## src/rtl/slot_pwr_seq.sv

```systemverilog
module slot_pwr_seq #(
  parameter int DW   = 8,
  parameter int SYNC = 2
) (
  input  logic          clk,
  input  logic          rst_n,
  input  logic          tick,
  input  logic          ctl_off,
  input  logic          mode_pg,
  input  logic [DW-1:0] up_dly,
  input  logic [DW-1:0] dn_dly,
  input  logic          pgood_n,
  output logic          pwr_en,
  output logic          slot_rst_n
);

  typedef enum logic [2:0] {S_OFF, S_WAIT_PG, S_UP, S_ON, S_FAULT, S_DN} st_t;

  st_t            st;
  logic [DW-1:0]  cnt;
  logic [SYNC-1:0] pg_sh;
  logic           pg_bad;
  logic           up_done, dn_done;

  always_ff @(posedge clk or negedge rst_n)
    if (!rst_n) pg_sh <= '1;
    else        pg_sh <= {pg_sh[SYNC-2:0], pgood_n};

  assign pg_bad  = pg_sh[SYNC-1];
  assign up_done = tick && (cnt == up_dly);
  assign dn_done = tick && (cnt == dn_dly);

  always_ff @(posedge clk or negedge rst_n) begin
    if (!rst_n) begin
      st  <= S_OFF;
      cnt <= '0;
    end else begin
      unique case (st)
        S_OFF:
          if (!ctl_off) begin
            st  <= mode_pg ? S_WAIT_PG : S_UP;
            cnt <= '0;
          end
        S_WAIT_PG:
          if (!pg_bad) begin
            st  <= S_UP;
            cnt <= '0;
          end
        S_UP:
          if (mode_pg && pg_bad) st <= S_WAIT_PG;
          else if (up_done)      st <= S_ON;
          else if (tick)         cnt <= cnt + 1'b1;
        S_ON:
          if (ctl_off) begin
            st  <= S_DN;
            cnt <= '0;
          end else if (mode_pg && pg_bad) begin
            st <= S_FAULT;
          end
        S_FAULT:
          if (ctl_off) begin
            st  <= S_DN;
            cnt <= '0;
          end
        S_DN:
          if (dn_done)   st <= S_OFF;
          else if (tick) cnt <= cnt + 1'b1;
        default: st <= S_OFF;
      endcase
    end
  end

  assign pwr_en     = (st != S_OFF);
  assign slot_rst_n = (st == S_ON);

endmodule

```

## config.mk

```make
export PLATFORM = sky130hd
export DESIGN_NAME = slot_pwr_seq
export DESIGN_NICKNAME = d
export VERILOG_FILES = /design/src/rtl/slot_pwr_seq.sv
export SDC_FILE = /design/constraint.sdc
export NUM_CORES = 1
export LEC_CHECK = 0
export CAP_MARGIN = 20
export CORE_UTILIZATION = 54
export CTS_CLUSTER_SIZE = 12
export DETAILED_ROUTE_END_ITERATION = 16
export GPL_TIMING_DRIVEN = 0
export PLACE_DENSITY = 0.95
export REMOVE_ABC_BUFFERS = 1
export SYNTH_ARGS = -nofsm -noshare
export SYNTH_HDL_FRONTEND = slang
export SYNTH_SLANG_ARGS = --single-unit
```

## constraint.sdc

```tcl
create_clock -name clk -period 5.8 [get_ports clk]
set_input_delay 1.74 -clock clk [delete_from_list [all_inputs] [get_ports clk]]
set_output_delay 1.74 -clock clk [all_outputs]
set_load 0.02 [all_outputs]
```

**Yosys cells after proc, flatten, opt, wreduce, memory -nomap -nowiden**

Cells that the tools add are included.

- Bits in latches: 0
- Input port bits: 22
- RAM bits: 0
- ROM bits: 0
- Memories: 0
- Output and inout port bits: 2
- Flip-flop bits (word level): 13

- Equality and inequality tests: 17
- Multiply operators: 0
- Reductions and logical operators: 9
- Div/mod/pow operators: 0
- Add/sub/neg operators: 1
- Order comparisons: 0
- Mux-type cells: 18
- Shift operators: 0
- Bitwise gates (word level): 0

Operators by type and width:

| cell | count |
|---|---|
| 8-bit two-way mux | 7 |
| 8-bit one-hot mux with 5 select lines | 1 |
| 3-bit two-way mux | 8 |
| 3-bit one-hot mux with 6 select lines | 1 |
| 8-bit == test | 2 |
| 2-bit != test, second input constant | 7 |
| 8-bit by 1-bit adder with 8-bit output, second input constant | 1 |
| 7-bit AND reduction | 1 |
| 3-bit by 2-bit == test with 1-bit output, second input constant | 2 |
| 3-bit == test, second input constant | 2 |
| 6-bit AND reduction | 1 |
| 5-bit nonzero test | 1 |
| 3-bit by 1-bit == test with 1-bit output, second input constant | 1 |
| 1-bit logical AND | 3 |
| 3-bit zero test | 1 |
| 3-bit by 2-bit != test with 1-bit output, second input constant | 1 |
| 3-bit != test, second input constant | 1 |
| 3-bit nonzero test | 1 |
| 2-bit two-way mux | 1 |
| 2-bit by 1-bit != test with 1-bit output, second input constant | 1 |
| 2-bit OR reduction | 1 |

**Depth between registers and ports, before layout**

- Depth after elaboration: 5
- Gate-level depth with buffers: 7
- Mapped depth without buffers: 6

**Least setup slack after synthesis**

Ideal clock, no wire load.

- Path type: input to register
- Start point: input up_dly[3]
- End point: register cnt[0]
- Setup slack: 2.737 ns
- Stages: 5
- Path buffers: 0
- Arrival: 2.938 ns
- Cells stage by stage: xor2_1 -> nor3_1 -> a32o_2 -> a211oi_4 -> mux2_4

- Cells in the longest elaborated chain, start to end: 4

RTL lines:

| item | RTL line | source |
|---|---|---|
| start: declaration | 10 | `input logic [DW-1:0] up_dly,` |
| 8-bit == test | 30 | `assign up_done = tick && (cnt == up_dly);` |
| 1-bit logical AND | 30 |  |
| 2-bit != test (no source line) | - |  |
| 7-bit AND reduction (no source line) | - |  |
| end signal: assignment | 52 | `else if (tick) cnt <= cnt + 1'b1;` |
| end signal: assignment | 67 | `else if (tick) cnt <= cnt + 1'b1;` |
| end: declaration | 20 | `logic [DW-1:0] cnt;` |

Every way passes these cells.
A chain may end at the register's enable or synchronous reset.

**Final worst setup path**

- Start point: register st[0]
- End point: output slot_rst_n

- Cells in the longest elaborated chain, start to end: 1

RTL lines:

| item | RTL line | source |
|---|---|---|
| start: declaration | 19 | `st_t st;` |
| start signal: assignment | 41 | `st <= mode_pg ? S_WAIT_PG : S_UP;` |
| 3-bit by 2-bit == test with 1-bit output | 74 | `assign slot_rst_n = (st == S_ON);` |
| end: declaration | 14 | `output logic slot_rst_n` |

Every way passes these cells.

==> reports/summary.md <==
STA classifies the critical path startpoint as a register. Once placement finished, the instance area stood at 1340 um^2. Traced cell by cell, the critical path runs through nand2_1, nor2_1, clkdlybuf4s50_1. For the max-slew violation total from the final report, the log shows 0.

The logs give 1 for the number of H-tree branching levels and 44.7% for the met2 track utilization from global routing. The flow ran to the end, and the final reports show no timing, DRC or antenna violations. For this design, the CTS-stage hold fixing added 0 buffers.

The tools report the number of global-route vias before repair as 943. In this run the standard cell core region covers 1960 um^2. Endpoint of the worst hold-timing path: pg_sh[1]$_DFF_PN1_. For this design, the sink count on the clock tree is 13.

The tools report the total instance count after detailed placement as 171. Dividing the detail-routed via count by the number of cells gives 6.30. During synthesis, Yosys emitted a total of 0 warnings. The kind of end point of the critical path was a primary output. In this run the worst hold path is classified as reg -> reg. The floorplan has 16 rows.

The effective utilization at floorplan came out at 57.0%. The power density normalized to cell area is 361 nW/um^2, and the clock-pin slew on the worst setup and hold paths is 0.09 ns. Clock tree synthesis selected as its root buffer the cell sky130_fd_sc_hd__clkbuf_4.

The share of synthesized area in the top cell type comes to 24.6%. Maximum single-stage delay on the critical path: 0.64 ns. The die is 47.5 um wide. Dominant cell type by area after synthesis: sky130_fd_sc_hd__dfrtp_1.

The prevailing post-synth register cell was sky130_fd_sc_hd__dfrtp_1. In the final layout, the share of cells above drive strength 1 is 8.78%. The non-filler instance count after layout was 175.

After technology mapping, the gate count stands at 129. For the global-route met1 utilization, the log shows 34.3%. At the pin with the least slew margin, the transition time is 0.607 ns.

In the synthesized netlist, the cells that appear most often are sky130_fd_sc_hd__xor2_1 (16), sky130_fd_sc_hd__dfrtp_1 (11), sky130_fd_sc_hd__nand2_1 (10). The worst register-to-register path has a depth of 5. Total buffers and inverters traversed by the critical path: 1.

For this run, the post-layout net count is 172. Largest voltage drop on the vdd net: 0.000239 V. The capturing point of the worst reg2reg path was cnt[5]$_DFFE_PN0P_. After detailed routing, the average wire length per cell comes to 15.6 um.

The count of buffers inserted at the top-level ports is 23. The register bit count reported by yosys came out at 13. The total via count after detailed routing was 1,103.

In the finished design, the share of the clock period the worst path needs comes to 62.7%. In this run the count of I/O pins placed on the die edge is 24. Data on the critical path arrives at its endpoint at 1.90 ns. For this run, asynchronously set or reset flops after synthesis account for 100%. The layer flagged by global routing as most heavily used is met2. In the post-synthesis netlist, the cell with the most instances is sky130_fd_sc_hd__xor2_1. The overall fraction of global-route tracks in use came out at 26.9%. Once detailed placement completed, the half-perimeter wirelength came to 2.08 mm. Wires add up to 2.73 mm.

The area growth from synthesis to layout is 22.0%. For the first-pass GRT wire length, the log shows 4.20 mm. The startpoint identified for the worst hold timing path is pg_sh[0]$_DFF_PN1_. The floorplan step defined a die boundary enclosing 2260 um^2. After synthesis, the cell types taking the most area are sky130_fd_sc_hd__dfrtp_1 (25%), sky130_fd_sc_hd__xor2_1 (13%), sky130_fd_sc_hd__dfstp_2 (4.7%). In this run the remaining antenna-violating nets after routing total 0.

The layout has 136 filler cells. Setup repair after global routing left no endpoint under its margin. The initial antenna violation count is 0, and the register-to-register setup slack is 3.71 ns.

Setup total negative slack on the finished layout was measured at 0 ns. The run gives 0 as the buffers inserted during post-CTS setup optimization. In this run, post-CTS repair resized a total of 0 instances. Measured along the y axis, the die boundary spans 47.5 um. STA puts the critical path data required time at 4.06 ns. The post-synthesis sequential area ratio is 29.3%. For the total power draw, the log shows 492 uW. Entering global routing, the biggest net connects 16 pins. The worst-case clock skew was 0.00774 ns; the first-iteration detailed-routing DRC count was 39. The total DRC errors in the routed layout is 0. Buffers inserted during clock tree synthesis total 3. Global routing finished with a remaining overflow of 0. The max-cap check violation count is 0, and the count of flip-flops with a built-in enable after synthesis is 0.

The worst setup path is of the reg -> out kind. The number of antenna repair diodes was 0; the routing usage on met3 was 5.28%. For the number of endpoints with negative hold slack in the final report, the log shows 0.

The maximum clock frequency is 275 MHz. The clock network latency to the later pin of the worst-skew pair was 0.28 ns. Synthesis instantiated 44 different standard cells from the library. The worst register-to-register path begins at st[2]$_DFFE_PN0P_.

The finished cells cover 1370 um^2. Headroom to the max-slew limit came out at 59.4%. Grouping stages by cell kind, the critical path spends the most delay in buffers and inverters. In this run the deepest clock path goes through 2 buffers. The final critical-path required period works out to 3.64 ns.

The synthesized area per cell is 8.67 um^2. The run gives 5 as the length of the first detailed-routing pass in iterations. TritonCTS built the clock tree.

The tools report the standby leakage power as 0.000590 uW. Setup violations remaining at the end of the flow were counted as 0. Highest-delay cell along the critical path: sky130_fd_sc_hd__clkdlybuf4s50_1. At the end of routability-driven placement, the weighted congestion stood at 0.936. Largest driver fanout on the critical path: 15. The worst hold path passes through 0 cells.

After synthesis the cells add up to 1120 um^2.
==> report_power, final <==
part / internal (uW) / leakage [uW] / switching [uW]
combinational: 135 / 0.000403 / 150
clock: 25.6 / 0.0000177 / 31.2
sequential: 107 / 0.000170 / 43.6
total: 267 / 0.000590 / 225
==> cell usage in the layout (no fill, tap or decap), types with 4 or more instances in the layout <==
cell                              netlist  layout
sky130_fd_sc_hd__nor2_1                 8       8
sky130_fd_sc_hd__inv_1                  4       4
sky130_fd_sc_hd__o2111ai_1              6       6
sky130_fd_sc_hd__nor3_1                 7       7
sky130_fd_sc_hd__dfrtp_1               11      11
sky130_fd_sc_hd__clkdlybuf4s50_1        0      23
sky130_fd_sc_hd__xor2_1                16      16
sky130_fd_sc_hd__a21oi_1                4       4
sky130_fd_sc_hd__nand3_1                6       6
sky130_fd_sc_hd__nand2_1               10      10
sky130_fd_sc_hd__nor4_1                 4       4
==> layer usage <==
| layer | up-vias | wire (um) |
|---|---|---|
| met5 | - | 0 |
| met4 | 0 | 36 |
| met3 | 4 | 190 |
| met2 | 59 | 1340 |
| met1 | 520 | 1170 |
| li1 | 520 | - |
==> registers in the layout, summed over array words and instances, names as in the netlist <==
| name | count |
|---|---|
| st | 3 |
| cnt | 8 |
| pg_sh | 2 |
==> worst max-delay path by stage <==
stage                               endpoint  cells past startpoint         startpoint
after detailed placement  cnt[0]$_DFFE_PN0P_                      6            ctl_off
after global routing              slot_rst_n                      3  st[0]$_DFFE_PN0P_
after global placement    cnt[0]$_DFFE_PN0P_                      6            ctl_off
after floorplan           cnt[0]$_DFFE_PN0P_                      5          up_dly[3]
final                             slot_rst_n                      3  st[0]$_DFFE_PN0P_
after CTS                         slot_rst_n                      3  st[0]$_DFFE_PN0P_
==> logic make-up (layout without fill, tap and decap cells) <==
logic type	after synthesis	in the layout	synth area share, %
AND/OR/NAND/NOR	52	52	24.6
buffers and inverters	12	31	5.37
XOR/XNOR	17	17	13.3
adder cells (fa/ha/maj)	1	1	1.12
multiplexers	3	3	3.24
AO/OA/AOI/OAI	31	31	23.0
flip-flops	13	13	29.3
==> final cells by class <==
class / instances / area [um^2] / area share (%)
clock inverter: 1 / 5.00 / 0.367
inverter: 4 / 15.0 / 1.10
timing repair buffer: 23 / 230 / 16.9
multi-input combinational: 104 / 731 / 53.5
sequential: 13 / 328 / 24.0
clock buffer: 3 / 22.5 / 1.65
tap: 27 / 33.8 / 2.47
==> metrics by stage <==
step	worst slack (ns)	util [%]	hold slack, ns
floorplan	2.74	-	0.345
global placement	2.09	68.2	0.347
detailed placement	2.04	68.2	0.351
CTS	2.16	69.6	0.364
global route	2.04	69.6	0.371
finish	2.16	69.6	0.363
Power figures use the tool's default switching activity.
